## config.mk

```make
export PLATFORM = sky130hd
export DESIGN_NAME = lp_idle_ctrl
export DESIGN_NICKNAME = d
export VERILOG_FILES = /design/src/rtl/lp_pkg.sv /design/src/rtl/lp_tmo_enc.sv /design/src/rtl/lp_idle_timer.sv /design/src/rtl/lp_idle_ctrl.sv
export SDC_FILE = /design/constraint.sdc
export NUM_CORES = 1
export LEC_CHECK = 0
export BUFFER_PORTS_ARGS = -buffer_cell sky130_fd_sc_hd__buf_4
export CORE_ASPECT_RATIO = 1.25
export CORE_MARGIN = 3
export CORE_UTILIZATION = 55
export CTS_CLUSTER_DIAMETER = 40
export CTS_CLUSTER_SIZE = 20
export DETAILED_ROUTE_END_ITERATION = 16
export GPL_TIMING_DRIVEN = 0
export PLACE_DENSITY = 0.81
export SLEW_MARGIN = 20
export SYNTH_ARGS = -nofsm -noshare
export SYNTH_HDL_FRONTEND = slang
export SYNTH_HIERARCHICAL = 1
export SYNTH_SLANG_ARGS = --single-unit
```

## constraint.sdc

```tcl
create_clock -name clk -period 22.9 [get_ports clk]
set_input_delay 4.58 -clock clk [delete_from_list [all_inputs] [get_ports clk]]
set_output_delay 4.58 -clock clk [all_outputs]
set_load 0.05 [all_outputs]
```

## src/rtl/lp_pkg.sv

```systemverilog
package lp_pkg;
    localparam int CODE_W = 4;
    localparam int CNT_W  = (1 << CODE_W) + 3;

    localparam logic [2:0] MODE_OFF     = 3'd0;
    localparam logic [2:0] MODE_CLKSTOP = 3'd1;
    localparam logic [2:0] MODE_SELFREF = 3'd2;
    localparam logic [2:0] MODE_PWRDN   = 3'd4;

    typedef enum logic [2:0] {
        ST_ACTIVE    = 3'd0,
        ST_LOWPWR    = 3'd1,
        ST_EXIT_WAIT = 3'd2,
        ST_ZQ_CAL    = 3'd3
    } lp_state_e;

    typedef struct packed {
        logic [CODE_W-1:0] pd;
        logic              rsvd;
        logic [2:0]        mode;
        logic [CODE_W-1:0] sr;
        logic [CODE_W-1:0] cs;
    } lp_cfg_t;
endpackage

```

## src/rtl/lp_tmo_enc.sv

```systemverilog
module lp_tmo_enc
    import lp_pkg::*;
#(
    parameter int TMO_W = 20
) (
    input  logic [TMO_W-1:0]  raw_i,
    output logic [CODE_W-1:0] code_o
);
    localparam int CODE_MAX = (1 << CODE_W) - 1;

    logic [TMO_W:0] pow_v;
    int             n_v;

    always_comb begin
        n_v = 0;
        for (int i = 0; i < TMO_W; i++) begin
            pow_v    = '0;
            pow_v[i] = 1'b1;
            if (pow_v < {1'b0, raw_i}) n_v = i + 1;
        end
        if (raw_i < TMO_W'(16))
            code_o = '0;
        else if ((n_v - 3) > CODE_MAX)
            code_o = CODE_W'(CODE_MAX);
        else
            code_o = CODE_W'(n_v - 3);
    end
endmodule

```

## src/rtl/lp_idle_timer.sv

```systemverilog
module lp_idle_timer
    import lp_pkg::*;
(
    input  logic              clk,
    input  logic              rst_n,
    input  logic              run_i,
    input  logic              req_i,
    input  logic [CODE_W-1:0] code_i,
    output logic              expired_o
);
    logic [CNT_W-1:0] idle_q;
    logic [CNT_W-1:0] lim_m1;
    logic [4:0]       shamt;

    assign shamt  = {1'b0, code_i} + 5'd3;
    assign lim_m1 = (CNT_W'(1) << shamt) - CNT_W'(1);

    always_ff @(posedge clk or negedge rst_n) begin
        if (!rst_n)
            idle_q <= '0;
        else if (!run_i || req_i)
            idle_q <= '0;
        else if (idle_q < lim_m1)
            idle_q <= idle_q + CNT_W'(1);
    end

    assign expired_o = run_i && !req_i && (idle_q >= lim_m1);
endmodule

```

## src/rtl/lp_idle_ctrl.sv

```systemverilog
module lp_idle_ctrl
    import lp_pkg::*;
#(
    parameter int TMO_W       = 20,
    parameter int WAIT_W      = 8,
    parameter bit PD_BLOCKED  = 1'b0,
    parameter bit NO_CS_FIELD = 1'b0
) (
    input  logic              clk,
    input  logic              rst_n,
    input  logic [2:0]        mode_i,
    input  logic [TMO_W-1:0]  cs_cycles_i,
    input  logic [TMO_W-1:0]  sr_cycles_i,
    input  logic [TMO_W-1:0]  pd_cycles_i,
    input  logic [WAIT_W-1:0] exit_wait_i,
    input  logic              req_i,
    input  logic              freq_chg_i,
    input  logic              zq_done_i,
    output logic              grant_o,
    output logic              enter_cs_o,
    output logic              exit_cs_o,
    output logic              enter_sr_o,
    output logic              exit_sr_o,
    output logic              enter_pd_o,
    output logic              exit_pd_o,
    output logic              zq_req_o,
    output logic [2:0]        state_o,
    output logic [15:0]       cfg_o
);
    localparam int N_TMO = 3;

    lp_state_e         state_q, state_d;
    logic [2:0]        lp_mode_q;
    logic [WAIT_W-1:0] wait_q;
    logic [2:0]        eff_mode;
    logic [TMO_W-1:0]  raw_arr  [N_TMO];
    logic [CODE_W-1:0] code_arr [N_TMO];
    logic [CODE_W-1:0] cs_code, sel_code;
    logic              lp_en, expired, go_lp;
    lp_cfg_t           cfg;

    assign raw_arr[0] = cs_cycles_i;
    assign raw_arr[1] = sr_cycles_i;
    assign raw_arr[2] = pd_cycles_i;

    // One encoder per mode timeout
    for (genvar g = 0; g < N_TMO; g++) begin : g_enc
        lp_tmo_enc #(.TMO_W(TMO_W)) u_enc (
            .raw_i  (raw_arr[g]),
            .code_o (code_arr[g])
        );
    end

    // Variant without a clock-stop field reads it as zero
    if (NO_CS_FIELD) begin : g_no_cs
        assign cs_code = '0;
    end else begin : g_cs
        assign cs_code = code_arr[0];
    end

    // Hazard substitution: prohibited power-down becomes self-refresh
    always_comb begin
        eff_mode = mode_i;
        if (PD_BLOCKED && (mode_i == MODE_PWRDN)) eff_mode = MODE_SELFREF;
    end

    always_comb begin
        lp_en    = 1'b0;
        sel_code = '0;
        unique case (eff_mode)
            MODE_CLKSTOP: begin lp_en = 1'b1; sel_code = cs_code;     end
            MODE_SELFREF: begin lp_en = 1'b1; sel_code = code_arr[1]; end
            MODE_PWRDN:   begin lp_en = 1'b1; sel_code = code_arr[2]; end
            default:      begin lp_en = 1'b0; sel_code = '0;          end
        endcase
    end

    assign cfg.pd   = code_arr[2];
    assign cfg.rsvd = 1'b0;
    assign cfg.mode = eff_mode;
    assign cfg.sr   = code_arr[1];
    assign cfg.cs   = cs_code;
    assign cfg_o    = cfg;

    lp_idle_timer u_timer (
        .clk       (clk),
        .rst_n     (rst_n),
        .run_i     (state_q == ST_ACTIVE),
        .req_i     (req_i),
        .code_i    (sel_code),
        .expired_o (expired)
    );

    assign go_lp = lp_en && expired &&
                   !((eff_mode == MODE_SELFREF) && freq_chg_i);

    // Next-state logic
    always_comb begin
        state_d = state_q;
        unique case (state_q)
            ST_ACTIVE:    if (go_lp) state_d = ST_LOWPWR;
            ST_LOWPWR:    if (req_i) state_d = ST_EXIT_WAIT;
            ST_EXIT_WAIT: if (wait_q == '0)
                              state_d = (lp_mode_q == MODE_PWRDN) ? ST_ZQ_CAL : ST_ACTIVE;
            ST_ZQ_CAL:    if (zq_done_i) state_d = ST_ACTIVE;
            default:      state_d = ST_ACTIVE;
        endcase
    end

    // State register and its companions
    always_ff @(posedge clk or negedge rst_n) begin
        if (!rst_n) begin
            state_q   <= ST_ACTIVE;
            lp_mode_q <= MODE_OFF;
            wait_q    <= '0;
        end else begin
            state_q <= state_d;
            if ((state_q == ST_ACTIVE) && go_lp)
                lp_mode_q <= eff_mode;
            if ((state_q == ST_LOWPWR) && req_i)
                wait_q <= exit_wait_i;
            else if ((state_q == ST_EXIT_WAIT) && (wait_q != '0))
                wait_q <= wait_q - WAIT_W'(1);
        end
    end

    // Outputs
    always_comb begin
        grant_o    = 1'b0;
        enter_cs_o = 1'b0;
        enter_sr_o = 1'b0;
        enter_pd_o = 1'b0;
        exit_cs_o  = 1'b0;
        exit_sr_o  = 1'b0;
        exit_pd_o  = 1'b0;
        zq_req_o   = 1'b0;
        unique case (state_q)
            ST_ACTIVE: begin
                grant_o = req_i;
                if (go_lp) begin
                    enter_cs_o = (eff_mode == MODE_CLKSTOP);
                    enter_sr_o = (eff_mode == MODE_SELFREF);
                    enter_pd_o = (eff_mode == MODE_PWRDN);
                end
            end
            ST_LOWPWR: begin
                if (req_i) begin
                    exit_cs_o = (lp_mode_q == MODE_CLKSTOP);
                    exit_sr_o = (lp_mode_q == MODE_SELFREF);
                    exit_pd_o = (lp_mode_q == MODE_PWRDN);
                end
            end
            ST_EXIT_WAIT: ;
            ST_ZQ_CAL:    zq_req_o = 1'b1;
            default:      ;
        endcase
    end

    assign state_o = state_q;
endmodule

```

After elaboration in Yosys (flattened, before gate mapping)
Cells that the tools add are included.

word-level totals
  flip-flop bits (word level) = 33
  output and inout port bits = 27
  word-level logic and storage cells = 204

cells by class
  $lt $le $gt $ge = 68
  reductions and logical operators = 19
  add/subtract/negate cells = 7
  multiplexer cells = 92
  shift-type cells = 1
  equality and inequality tests = 13

operator list
  kind                                                                   number
  4-bit two-way mux                                                      30
  32-bit by 5-bit > comparator with 1-bit output, second input constant  3
  5-bit two-way mux                                                      15
  1-bit by 20-bit < comparator with 1-bit output, first input constant   3
  10-bit by 20-bit < comparator with 1-bit output, first input constant  3
  11-bit by 20-bit < comparator with 1-bit output, first input constant  3
  12-bit by 20-bit < comparator with 1-bit output, first input constant  3
  13-bit by 20-bit < comparator with 1-bit output, first input constant  3
  14-bit by 20-bit < comparator with 1-bit output, first input constant  3
  15-bit by 20-bit < comparator with 1-bit output, first input constant  3
  16-bit by 20-bit < comparator with 1-bit output, first input constant  3
  17-bit by 20-bit < comparator with 1-bit output, first input constant  3
  18-bit by 20-bit < comparator with 1-bit output, first input constant  3
  19-bit by 20-bit < comparator with 1-bit output, first input constant  3
  2-bit by 20-bit < comparator with 1-bit output, first input constant   3
  20-bit < comparator, first input constant                              3
  20-bit by 5-bit < comparator with 1-bit output, second input constant  3
  3-bit by 20-bit < comparator with 1-bit output, first input constant   3
  4-bit by 20-bit < comparator with 1-bit output, first input constant   3
  5-bit by 20-bit < comparator with 1-bit output, first input constant   3
  6-bit by 20-bit < comparator with 1-bit output, first input constant   3
  7-bit by 20-bit < comparator with 1-bit output, first input constant   3
  8-bit by 20-bit < comparator with 1-bit output, first input constant   3
  9-bit by 20-bit < comparator with 1-bit output, first input constant   3
  28 further kinds                                                       89

Logic depth before layout (Yosys ltp)
  depth in word-level cells = 35
  gate-level depth with buffers = 33
  mapped depth without buffers = 29

Modules after synthesis
The synthesis kept the hierarchy.

by module, submodules not included
  module         cells each  times used  area each (sq um)
  lp_tmo_enc     94          3           636.9
  lp_idle_timer  206         1           1687.9
  lp_idle_ctrl   115         1           1017.2

Least setup slack after synthesis
Ideal clock, no wire load.

  path kind = input port to output port
  start = input cs_cycles_i[8]
  end = output enter_sr_o
  buffers on the path = 4
  setup slack = 6.332 ns
  stages = 31
  arrival time = 11.988 ns
  required time = 18.320 ns
  cell sequence = or4_4 nor4_4 nand2b_1 a211oi_1 a22o_1 o21ai_1 and4_1 ha_1 nor3_1 ha_1 nor2b_1 a21oi_1 a22oi_1 o21ai_0 clkbuf_1 a21oi_1 nor2_1 a21oi_1 ha_1 nand3_1 or4_1 a211oi_1 or4_1 buf_2 buf_6 buf_6 a41oi_1 nor2_1 nor3b_1 o31ai_2 nor3b_2

on the way
  word-level cells in the longest chain between the ends = 35

ends and longest elaborated chain
  item                                             line                 text
  start, declared                                  lp_idle_ctrl.sv:12   input logic [TMO_W-1:0] cs_cycles_i,
  1-bit by 20-bit < comparator with 1-bit output   lp_tmo_enc.sv:19     if (pow_v < {1'b0, raw_i}) n_v = i + 1;
  1-bit two-way mux                                lp_tmo_enc.sv:19
  2-bit two-way mux (2 in series)                  lp_tmo_enc.sv:19
  3-bit two-way mux (4 in series)                  lp_tmo_enc.sv:19
  4-bit two-way mux (8 in series)                  lp_tmo_enc.sv:19
  5-bit two-way mux (5 in series)                  lp_tmo_enc.sv:19
  5-bit by 2-bit subtractor with 6-bit output      lp_tmo_enc.sv:23     else if ((n_v - 3) > CODE_MAX)
  32-bit by 5-bit > comparator with 1-bit output   lp_tmo_enc.sv:23
  (+2 left out)                                    n/a
  via cfg_o[2]                                     lp_idle_ctrl.sv:28   output logic [15:0] cfg_o
  (+1 left out)                                    n/a
  via sel_code[2]                                  lp_idle_ctrl.sv:38   logic [CODE_W-1:0] cs_code, sel_code;
  (+1 left out)                                    n/a
  1-bit by 5-bit left shift with 19-bit output *   lp_idle_timer.sv:16  assign lim_m1 = (CNT_W'(1) << shamt) - CNT_W'(1);
  19-bit by 2-bit subtractor with 19-bit output *  lp_idle_timer.sv:16
  19-bit >= comparator *                           lp_idle_timer.sv:27  assign expired_o = run_i && !req_i && (idle_q >= lim_m1);
  1-bit logical AND *                              lp_idle_timer.sv:27
  via expired                                      lp_idle_ctrl.sv:39   logic lp_en, expired, go_lp;
  1-bit logical AND * (2 in series)                lp_idle_ctrl.sv:94   assign go_lp = lp_en && expired &&
  1-bit two-way mux *                              lp_idle_ctrl.sv:140  if (go_lp) begin
  1-bit two-way mux *                              lp_idle_ctrl.sv:137  unique case (state_q)
  end, declared                                    lp_idle_ctrl.sv:22   output logic enter_sr_o,

Mark *: on every way through the listed nets, which the timed path passes. The rest lies on a longest branch.

Worst setup path in the final report
  start = input cs_cycles_i[8]
  end = output enter_sr_o

on the way
  word-level cells in the longest chain between the ends = 35

ends and longest elaborated chain
  item                                             line
  1-bit by 20-bit < comparator with 1-bit output   lp_tmo_enc.sv:19
  1-bit two-way mux                                lp_tmo_enc.sv:19
  2-bit two-way mux (2 in series)                  lp_tmo_enc.sv:19
  3-bit two-way mux (4 in series)                  lp_tmo_enc.sv:19
  4-bit two-way mux (8 in series)                  lp_tmo_enc.sv:19
  5-bit two-way mux (5 in series)                  lp_tmo_enc.sv:19
  5-bit by 2-bit subtractor with 6-bit output      lp_tmo_enc.sv:23
  32-bit by 5-bit > comparator with 1-bit output   lp_tmo_enc.sv:23
  (+3 left out)                                    n/a
  via sel_code[2]                                  lp_idle_ctrl.sv:38
  (+1 left out)                                    n/a
  1-bit by 5-bit left shift with 19-bit output *   lp_idle_timer.sv:16
  19-bit by 2-bit subtractor with 19-bit output *  lp_idle_timer.sv:16
  19-bit >= comparator *                           lp_idle_timer.sv:27
  1-bit logical AND *                              lp_idle_timer.sv:27
  via expired                                      lp_idle_ctrl.sv:39
  1-bit logical AND * (2 in series)                lp_idle_ctrl.sv:94
  1-bit two-way mux *                              lp_idle_ctrl.sv:140
  1-bit two-way mux *                              lp_idle_ctrl.sv:137

Marks and branches as above.

==> impl_metrics.tcl <==
set metrics [dict create \
    timing.rr.start "u_timer/idle_q[18]" \
    cts_setup_buffers 0 \
    rsz0062_at_grt "no" \
    finalCritPeriodShare_pct 72.97 \
    ys_ff_latch 32 \
    cts_root_buf "clkbuf_8" \
    cts_sinks 32 \
    ant_nets 0 \
    dieWidth_microns 87.94 \
    fin_cells 809 \
    slowest_delay_ns 0.59 \
    synth-compound-area-share_pct 28.41 \
    synth-edff-count 0 \
    synthXorXnorAreaFrac_pct 1.708 \
    drt-initial-drc-count 397 \
    final_util_pct 70.53 \
    wl_per_cell_microns 15.19 \
    cts_max_level 2 \
    synth_top_family_by_area "simple AND/OR/NAND/NOR gates" \
    place_hpwl_microns 10040 \
    cts_buffers 5 \
    grt_pass1_wl_microns 21110 \
    hp-start "lp_mode_q[1]" \
    syn_inst 603 \
    route.detailed.drc 0 \
    clock_path_buffers 2 \
    relSlewSlack_pct 44.74 \
    regArea_sq_um 800.8 \
    pin_count 103 \
    slowest_stage "or4_1" \
    n_antenna_cell 0 \
    power_density_nw_per_um2 48.29 \
    ir_drop_mv 0.06364 \
    worstPathRequired_ns 18.32 \
    crit_path_max_fanout 10 \
    dieHeight_microns 108.4 \
    gr-total-overflow 0 \
    grt_max_degree 33 \
    fillers 684 \
    synth_top_area_cell "dfrtp_1" \
    final_nets 821 \
    critPathLaunchType "input pin" \
    yosys_most_used_dff "dfrtp_1" \
    holdBufCountCts 0 \
    power_w 0.0002715 \
    row_count 36 \
    yosys.area_share.simple_pct 37.38 \
    p_leak_nw 2.396 \
    cts_tree "built" \
    synth_seq_area_share_pct 17.35 \
    fin_tns_setup_ns 0 \
    finClkSkew_ns 0.009179 \
    critPathLaunch "cs_cycles_i[8]" \
    clk_latency_ns 0.28 \
    ys_warn_count 6 \
    synth_area_per_cell_sq_um 7.655 \
    drive_gt1_share_pct 23.11 \
    worstMarginPinSlew_ns 0.8213 \
    synth_top_area_share_pct 17.35 \
    hold_class "reg2reg" \
    async_reset_ff_share_pct 100.0 \
    crit_type "in2out" \
    grt.total_usage_pct 26.36 \
    grt_pass1_vias 4991 \
    arrival_ns 12.13 \
    drt_pass1_iterations 5 \
    synthMuxAreaShare_pct 2.331 \
    place_inst 801 \
    hold_viol 0 \
    multi_input_area_sq_um 3642 \
    synthTopCellsByArea "dfrtp_1, ha_1, a21oi_1" \
    synth_area_sq_um 4616 \
    cts.clk_slew.worst_paths_ns 0.06 \
    yosysUniqueCellTypes 72 \
    floorplan.initialDensity_pct 57.89 \
    final-setup-viol-count 0 \
    syn_to_final_growth_pct 21.82 \
    drv_cap 0 \
    avgViaCountPerCell 6.346 \
    antenna_found_initial 0 \
    post_dp_cell_area_sq_um 5497 \
    routed_wl_microns 12290 \
    vias 5134 \
    crit_path_end_kind "output port" \
    final_area_sq_um 5623 \
    synth_fa_ha_area_share_pct 8.674 \
    io_buffers 100 \
    max_freq_mhz 59.84 \
    slew_viol_final 0 \
    status "finished, final reports clean" \
    design.core.area_sq_um 7973 \
    finalCriticalPeriod_ns 16.71 \
    die_area_sq_um 9534 \
    place_congestion 0.9023 \
    cts.repair.resized 0 \
]
layout make-up:
cell class,instances,area share [%]
clock buffers,7,1.713
plain buffers,19,2.136
clock inverters,1,0.5340
multi-input cells,538,64.78
inverters,17,1.135
flip-flops and latches,32,14.24
well taps,95,2.114
repair buffers,100,13.35
final timing paths:
path,to,slack [ns],cells past startpoint
min in group asynchronous,u_timer/idle_q[16],4.22,1
hold / removal,lp_mode_q[1],0.54,1
setup reg to reg,lp_mode_q[1],19.29,14
setup / recovery,enter_sr_o,6.19,33
hold reg to reg,lp_mode_q[1],0.54,1
max in group asynchronous,lp_mode_q[1],18.37,1
power breakdown:
part	leakage [nW]	total (W)	internal (W)	switching, W
Combinational	1.91	0.000132	0.0000531	0.0000792
Clock	0.0645	0.0000596	0.0000384	0.0000212
Sequential	0.425	0.0000797	0.0000666	0.0000131
Total	2.40	0.000272	0.000158	0.000113
metrics by stage:
step                hold WS, ns  setup slack [ns]
floorplan                0.4881             6.332
global placement         0.4998             6.356
detailed placement       0.5157             6.276
CTS                      0.5373             6.267
global route             0.5657             5.322
finish                   0.5414             6.189
registers in the layout, indices dropped and copies added (netlist names):
name            count
u_timer/idle_q     19
state_o             2
wait_q              8
lp_mode_q           3
cells by family after synthesis:
| family | count (synthesis) |
|---|---|
| flops | 32 |
| simple gates | 286 |
| fa+ha+maj | 32 |
| other cells | 2 |
| compound gates | 196 |
| xor+xnor | 9 |
| buf+inv | 36 |
| mux | 10 |
layout by cell type (no fill, tap or decap), types with 8 or more instances in the layout:
| cell type | n |
|---|---|
| buf_4 | 106 |
| or2_2 | 9 |
| a21oi_1 | 52 |
| nand3_1 | 24 |
| a211o_1 | 12 |
| inv_1 | 17 |
| nor2_1 | 51 |
| nor3_1 | 17 |
| nor2b_1 | 9 |
| nand2b_1 | 8 |
| or3_1 | 11 |
| o21ai_0 | 39 |
| nand4_1 | 13 |
| o31ai_1 | 14 |
| or4_1 | 11 |
| nand2_1 | 55 |
| dfrtp_1 | 32 |
| ha_1 | 32 |
| a31oi_1 | 11 |
| o21ai_1 | 16 |
routing by layer:
metal	share of wire, %	GRT usage [%]
met1	43	33.26
met2	51	47.47
met3	5.0	4.268
met4	1.4	4.057
met5	0	0
synthesized netlist by cell type, drive strengths merged, types with 3 or more instances:
| cell type | instances |
|---|---|
| nand2 | 55 |
| o21ai | 55 |
| a21oi | 53 |
| nor2 | 51 |
| dfrtp | 32 |
| ha | 32 |
| nand3 | 27 |
| o31ai | 18 |
| inv | 17 |
| nor3 | 17 |
| or4 | 17 |
| nor4 | 16 |
| nand4 | 14 |
| buf | 13 |
| a211o | 12 |
| or2 | 12 |
| or3 | 12 |
| a31oi | 11 |
| nor2b | 10 |
| nor3b | 9 |
| and2 | 8 |
| nand2b | 8 |
| and3 | 7 |
| nand3b | 7 |
| nor4b | 7 |
| a211oi | 6 |
| clkbuf | 6 |
| mux2 | 6 |
| xnor2 | 6 |
| a21o | 5 |
| a22oi | 5 |
| a22o | 4 |
| and4 | 4 |
| mux2i | 4 |
| o211a | 4 |
| o41ai | 4 |
| a21boi | 3 |
| a221oi | 3 |
| and3b | 3 |
| o2111ai | 3 |
| o31a | 3 |
| xor2 | 3 |
critical path: cells and delay by family:
kind | cells | cell delay (ns)
adders and majority gates | 3 | 0.78
and+or+nand+nor | 13 | 3.41
buffers and inverters | 6 | 1.24
AOI/OAI and AO/OA | 11 | 2.13
Power figures use the tool's default switching activity.
